$ cat config.mk
export PLATFORM = sky130hd
export DESIGN_NAME = xbar_arb
export DESIGN_NICKNAME = d
export VERILOG_FILES = /design/src/rtl/xbar_arb.sv
export SDC_FILE = /design/constraint.sdc
export NUM_CORES = 2
export LEC_CHECK = 0
export ABC_AREA = 1
export ABC_CLOCK_PERIOD_IN_PS = 7400
export BUFFER_PORTS_ARGS = -buffer_cell sky130_fd_sc_hd__buf_4
export CELL_PAD_IN_SITES_DETAIL_PLACEMENT = 0
export CELL_PAD_IN_SITES_GLOBAL_PLACEMENT = 2
export CORE_AREA = 2 2 590 592
export CTS_CLUSTER_DIAMETER = 80
export DETAILED_ROUTE_END_ITERATION = 10
export DIE_AREA = 0 0 592 594
export PLACE_DENSITY_LB_ADDON = 0.1
export REMOVE_ABC_BUFFERS = 1
export SETUP_SLACK_MARGIN = 0.05
export SLEW_MARGIN = 10
export SYNTH_ARGS = -nofsm -noshare
export SYNTH_HDL_FRONTEND = slang
export SYNTH_SLANG_ARGS = --single-unit
$ cat constraint.sdc
create_clock -name clk -period 7.4 [get_ports clk]
set_input_delay 1.48 -clock clk [delete_from_list [all_inputs] [get_ports clk]]
set_output_delay 1.48 -clock clk [all_outputs]
set_load 0.01 [all_outputs]
$ cat src/rtl/xbar_arb.sv
module xbar_arb #(
  parameter int NM = 6,
  parameter int NT = 9,
  parameter int DW = 32,
  parameter logic [NM*NT-1:0] PERMIT = {9'h010, 9'h0F8, 9'h1FC, 9'h0F8, 9'h01A, 9'h019},
  parameter logic [NM*4-1:0] FLASH_PORT = {4'd0, 4'd0, 4'd2, 4'd0, 4'd1, 4'd0}
) (
  input  logic             clk,
  input  logic             rst_n,
  input  logic [NM-1:0]    m_valid,
  input  logic [NM*32-1:0] m_addr,
  input  logic [NM-1:0]    m_write,
  input  logic [NM*DW-1:0] m_wdata,
  input  logic [NM*2-1:0]  m_size,
  output logic [NM-1:0]    m_ready,
  output logic [NM*DW-1:0] m_rdata,
  output logic [NM-1:0]    m_err,
  output logic [NT-1:0]    t_valid,
  output logic [NT*32-1:0] t_addr,
  output logic [NT-1:0]    t_write,
  output logic [NT*DW-1:0] t_wdata,
  output logic [NT*2-1:0]  t_size,
  input  logic [NT-1:0]    t_ready,
  input  logic [NT*DW-1:0] t_rdata
);
  localparam int MW = $clog2(NM);
  localparam int TW = $clog2(NT + 1);
  localparam logic [TW-1:0] NONE = TW'(NT);

  function automatic logic [TW-1:0] decode(input logic [31:0] a, input int m);
    if (a >= 32'h0800_0000 && a <= 32'h0804_FFFF) return TW'(FLASH_PORT[m*4 +: 4]);
    if (a >= 32'h2000_0000 && a <= 32'h2000_2FFF) return TW'(3);
    if (a >= 32'h2003_0000 && a <= 32'h2003_8FFF) return TW'(4);
    if (a >= 32'h4000_0000 && a <= 32'h47FF_FFFF) return TW'(5);
    if (a >= 32'h4800_0000 && a <= 32'h57FF_FFFF) return TW'(6);
    if (a >= 32'h5800_0000 && a <= 32'h5FFF_FFFF) return TW'(7);
    if (a >= 32'h6000_0000) return TW'(8);
    return NONE;
  endfunction

  logic [TW-1:0] tsel [NM];
  logic [NM-1:0] deny;
  logic [NM-1:0] req  [NT];
  logic [MW-1:0] ptr  [NT];
  logic [MW-1:0] own  [NT];
  logic [MW-1:0] gsel [NT];
  logic [NT-1:0] busy;

  always_comb begin
    for (int m = 0; m < NM; m++) begin
      tsel[m] = decode(m_addr[m*32 +: 32], m);
      deny[m] = m_valid[m];
      for (int t = 0; t < NT; t++)
        if (tsel[m] == TW'(t) && PERMIT[m*NT + t]) deny[m] = 1'b0;
    end
    for (int t = 0; t < NT; t++)
      for (int m = 0; m < NM; m++)
        req[t][m] = m_valid[m] && tsel[m] == TW'(t) && PERMIT[m*NT + t];
  end

  always_comb begin
    logic [MW-1:0] pick;
    logic fnd;
    for (int t = 0; t < NT; t++) begin
      pick = ptr[t];
      fnd = 1'b0;
      for (int k = 0; k < NM; k++) begin
        int i;
        i = (int'(ptr[t]) + k) % NM;
        if (!fnd && req[t][i]) begin
          pick = MW'(i);
          fnd = 1'b1;
        end
      end
      gsel[t] = busy[t] ? own[t] : pick;
      t_valid[t] = busy[t] | fnd;
      t_addr[t*32 +: 32] = m_addr[int'(gsel[t])*32 +: 32];
      t_wdata[t*DW +: DW] = m_wdata[int'(gsel[t])*DW +: DW];
      t_size[t*2 +: 2] = m_size[int'(gsel[t])*2 +: 2];
      t_write[t] = m_write[gsel[t]];
    end
  end

  always_ff @(posedge clk) begin
    for (int t = 0; t < NT; t++) begin
      if (!rst_n) begin
        ptr[t] <= '0;
        own[t] <= '0;
        busy[t] <= 1'b0;
      end else if (t_valid[t] && t_ready[t]) begin
        busy[t] <= 1'b0;
        ptr[t] <= (gsel[t] == MW'(NM - 1)) ? '0 : gsel[t] + 1'b1;
      end else if (t_valid[t]) begin
        busy[t] <= 1'b1;
        own[t] <= gsel[t];
      end
    end
  end

  always_comb begin
    for (int m = 0; m < NM; m++) begin
      m_err[m] = deny[m];
      m_ready[m] = deny[m];
      m_rdata[m*DW +: DW] = '0;
      if (m_valid[m] && !deny[m]) begin
        for (int t = 0; t < NT; t++) begin
          if (tsel[m] == TW'(t) && t_valid[t] && gsel[t] == MW'(m)) begin
            m_ready[m] = t_ready[t];
            m_rdata[m*DW +: DW] = t_rdata[t*DW +: DW];
          end
        end
      end
    end
  end

  for (genvar t = 0; t < NT; t++) begin : g_chk

    grant_hold_chk: assert property (@(posedge clk) disable iff (!rst_n)
      t_valid[t] && !t_ready[t] |=> t_valid[t] && gsel[t] == $past(gsel[t]));

    rr_rotate_chk: assert property (@(posedge clk) disable iff (!rst_n)
      t_valid[t] && t_ready[t] |=> !($countones(req[t]) > 1) || gsel[t] != $past(gsel[t]));

    permit_chk: assert property (@(posedge clk) disable iff (!rst_n)
      t_valid[t] |-> PERMIT[int'(gsel[t])*NT + t]);

    err_block_chk: assert property (@(posedge clk) disable iff (!rst_n)
      t_valid[t] |-> !m_err[gsel[t]]);
  end
endmodule

==> results.md <==
- Pre-antenna DRT Iters: 7
- Share of post-route cells with drive strength above 1: between 20% and 30%
- CP Capture Type: primary output
- Ys flop type: edfxtp_1
- Met1 WL: 269,600 µm
- Routed wl met3: 49,530 µm
- Mapped Cells: 10,960
- Final Max Tran Viols: 0
- Status: complete, but fails checks
- Placed insts: 17,250
- Mux cell area share after synthesis: 0%
- Site row count: 216
- Starting density of the core: approximately 16%
- Max transition margin: between 10% and 20%
- Area of the multi-input gates: ~45,000 µm²
- Die Height: 594 µm
- Crit path max fanout: 14
- Startpoint Class: primary input
- RSZ-0062 raised after global routing: yes
- Setup violators final: 1
- Hold Path Class: reg -> reg
- Final hold slack: 0.7490 ns
- Failing checks: negative setup slack
- Post-Layout Cell Count: 17,430
- Post-synth EDFFs: 54
- Worst-Skew Late Latency: 0.40 ns
- Yosys warning count: 0
- CTS Sinks: between 60 and 70
- Compound-cell area share of the yosys netlist: approximately two fifths
- Worst endpoint required time: slightly below 6 ns
- Largest net degree at the start of global routing: 125
- Detail Route Antenna Nets: 0
- Post-synth ARST share: 0%
- Crit path cell chain: buf_4, buf_4, inv_2, o21ai_2, inv_1, buf_4, nor2_1, inv_1, nor2_1, o2111ai_1, nand2_1, nor3_1, nand4_1, o21ai_2, nand2_4, buf_4, buf_12, o32ai_1, buf_4
- Avg Inst Size Synth: 4.882 µm²
- Met2 wire length: between 200,000 and 300,000 µm
- Total track usage: about a third
- Fmax: 134.6 MHz
- MaxCap Viol Count: 0
- Routability congestion estimate from global placement: 0.9611
- Crit share post-route: 100.4%
- Largest stage delay, worst path: 0.82 ns
- Largest family of logic cells by synthesized area: compound AO/OA/AOI/OAI gates
- Most frequent CP cell: buf_4
- Cts bufs inserted: 9
- Final hold vios: 0
- Simple-gate share of the synthesized area: 38.20%
- Setup slack after layout: -0.02798 ns
- Routed len/inst: 35.83 µm
- Total grt overflow: 0
- CTS clk-pin slew, worst paths: 0.07 ns
- XOR/XNOR Fraction of Synth Area: less than 1%
- Post-Route WL: 624,600 µm
- First-pass GRT wire length: 807,700 µm
- CTS root buf: clkbuf_16
- Top routing layer used: met5
- Area growth syn-to-layout: 52.93%
- Initial drt markers: about 11,000
- Vias in the first global route: 83,830
- Crit path time final: 7.428 ns
- PortBufs: 1,522
- Sequential area share after synthesis: 3.367%
- FF/Latch Area: 1802 µm²
- Crit path kind: in -> out
- Commonest non-fill, non-tap cell in the layout: nand2_1
- Routed vias/inst: 5.248
- H-tree levels: 3
- Die area: 351,600 µm²
- Most frequent cells in the layout: nand2_1 (2,928), buf_4 (2,501), o21ai_0 (1,696)
- Antenna violations before repair: 151
- Arr. time, crit path: 5.95 ns
- Boundary pin count: 1,523
- Die Width: approximately 590 µm
- Post-Syn Area: 53,520 µm²
- CTS tree: done
- Layout Skew: 0.01348 ns
- Filler instances: 39,890
- Yosys reg bits: 63
- Synth Area in Adders: 3.110%
- DRC viols: 0
- Worst slew pin tran: 1.338 ns
- Core Box Area: roughly 350,000 µm²
- Crit path max-delay cell type: o32ai_1
- Hpwl dp: 475,700 µm
- Nets: roughly 14,000
- Clock buffer depth: 2
- DR vias: roughly 91,000
- Synth unique cells: 73
==> kinds of logic (layout without fill, tap and decap cells) <==
family,after synthesis,after routing
flip-flops,63,63
buffers and inverters,2077,3898
adder cells (fa/ha/maj),133,133
AND/OR/NAND/NOR,5065,5065
AO/OA/AOI/OAI,3590,3590
XOR/XNOR,34,34
other,0,68
==> state kept, by name (all words and copies together), names as in the netlist <==
| signal | count |
|---|---|
| own | 27 |
| ptr | 27 |
| busy | 9 |
==> final timing paths <==
kind | from | slack (ns) | cells after the start | end
worst min register to register | own[8][1]$_SDFFCE_PN0P_ | 0.75 | 3 | own[8][1]$_SDFFCE_PN0P_
worst min-delay path | own[8][1]$_SDFFCE_PN0P_ | 0.75 | 3 | own[8][1]$_SDFFCE_PN0P_
worst max-delay path | m_addr[125] | -0.03 | 19 | t_addr[267]
worst max register to register | ptr[4][0]$_SDFFCE_PP0P_ | 2.75 | 30 | own[4][2]$_SDFFCE_PN0P_
==> area by class of cell <==
type | count | share of cell area [%]
Clock inverter | 7 | 0.1254
Inverter | 1075 | 5.073
Multi-Input combinational cell | 8822 | 55.18
Sequential cell | 63 | 2.202
Antenna cell | 68 | 0.2079
Timing Repair Buffer | 2807 | 29.94
Clock buffer | 9 | 0.2752
Tap cell | 4578 | 6.999
==> worst max-delay path: cells and delay by family <==
kind | cells | cell delay, ns
buffers and inverters | 9 | 1.66
AOI/OAI and AO/OA | 4 | 1.55
and+or+nand+nor | 6 | 1.20
==> what timing repair did <==
action | in CTS | in global routing
gates cloned | 1 | 11
hold buffers | 0 | 0
gates resized for setup | 143 | 388
buffers inserted | 37 | 50
setup endpoints to repair | 344 | 476
pin swaps | 35 | 125
==> cell usage after synthesis, types with 10 or more instances <==
library cell / number / area (µm²)
a211oi_1: 119 / 893.4
a21oi_1: 568 / 2843
a31oi_1: 83 / 519.3
buf_1: 39 / 146.4
buf_2: 322 / 1612
buf_4: 66 / 495.5
clkbuf_1: 560 / 2102
clkinv_1: 10 / 37.54
edfxtp_1: 54 / 1622
ha_1: 133 / 1664
inv_1: 1018 / 3821
inv_2: 45 / 168.9
nand2_1: 3038 / 11400
nand2_2: 22 / 137.6
nand3_1: 413 / 2067
nand3b_1: 15 / 112.6
nand4_1: 147 / 919.6
nor2_1: 1311 / 4921
nor2_2: 13 / 81.33
nor3_1: 29 / 145.1
nor4_1: 16 / 100.1
o2111ai_1: 117 / 1025
o211ai_1: 351 / 2635
o21ai_0: 1739 / 8703
o21ai_1: 221 / 1106
o21bai_1: 19 / 142.6
o22ai_1: 54 / 337.8
o31ai_1: 200 / 1501
o32ai_1: 79 / 691.9
or2_2: 17 / 106.4
xor2_1: 24 / 210.2
==> per-stage QoR <==
stage               setup WS [ns]  area (µm²)  utilization, %  TNS (ns)
floorplan                  -5.348       49030               -  -2800.50
global placement          -0.8800       78410           22.72   -127.94
detailed placement        -0.7312       78420           22.72   -116.20
CTS                       0.02853       79580           23.06         0
global route             -0.01952       81750           23.69  -0.07896
finish                   -0.02798       81840           23.71  -0.02798
==> layer usage <==
| layer | up-vias | track usage, % |
|---|---|---|
| met5 | - | 0 |
| met4 | 76 | 15.22 |
| met3 | 850 | 6.419 |
| met2 | 4883 | 51.90 |
| met1 | 45150 | 44.10 |
| li1 | 40510 | - |
Power is not shown: default switching activity piles up to over one toggle a cycle in this logic, so the estimate is an artifact.
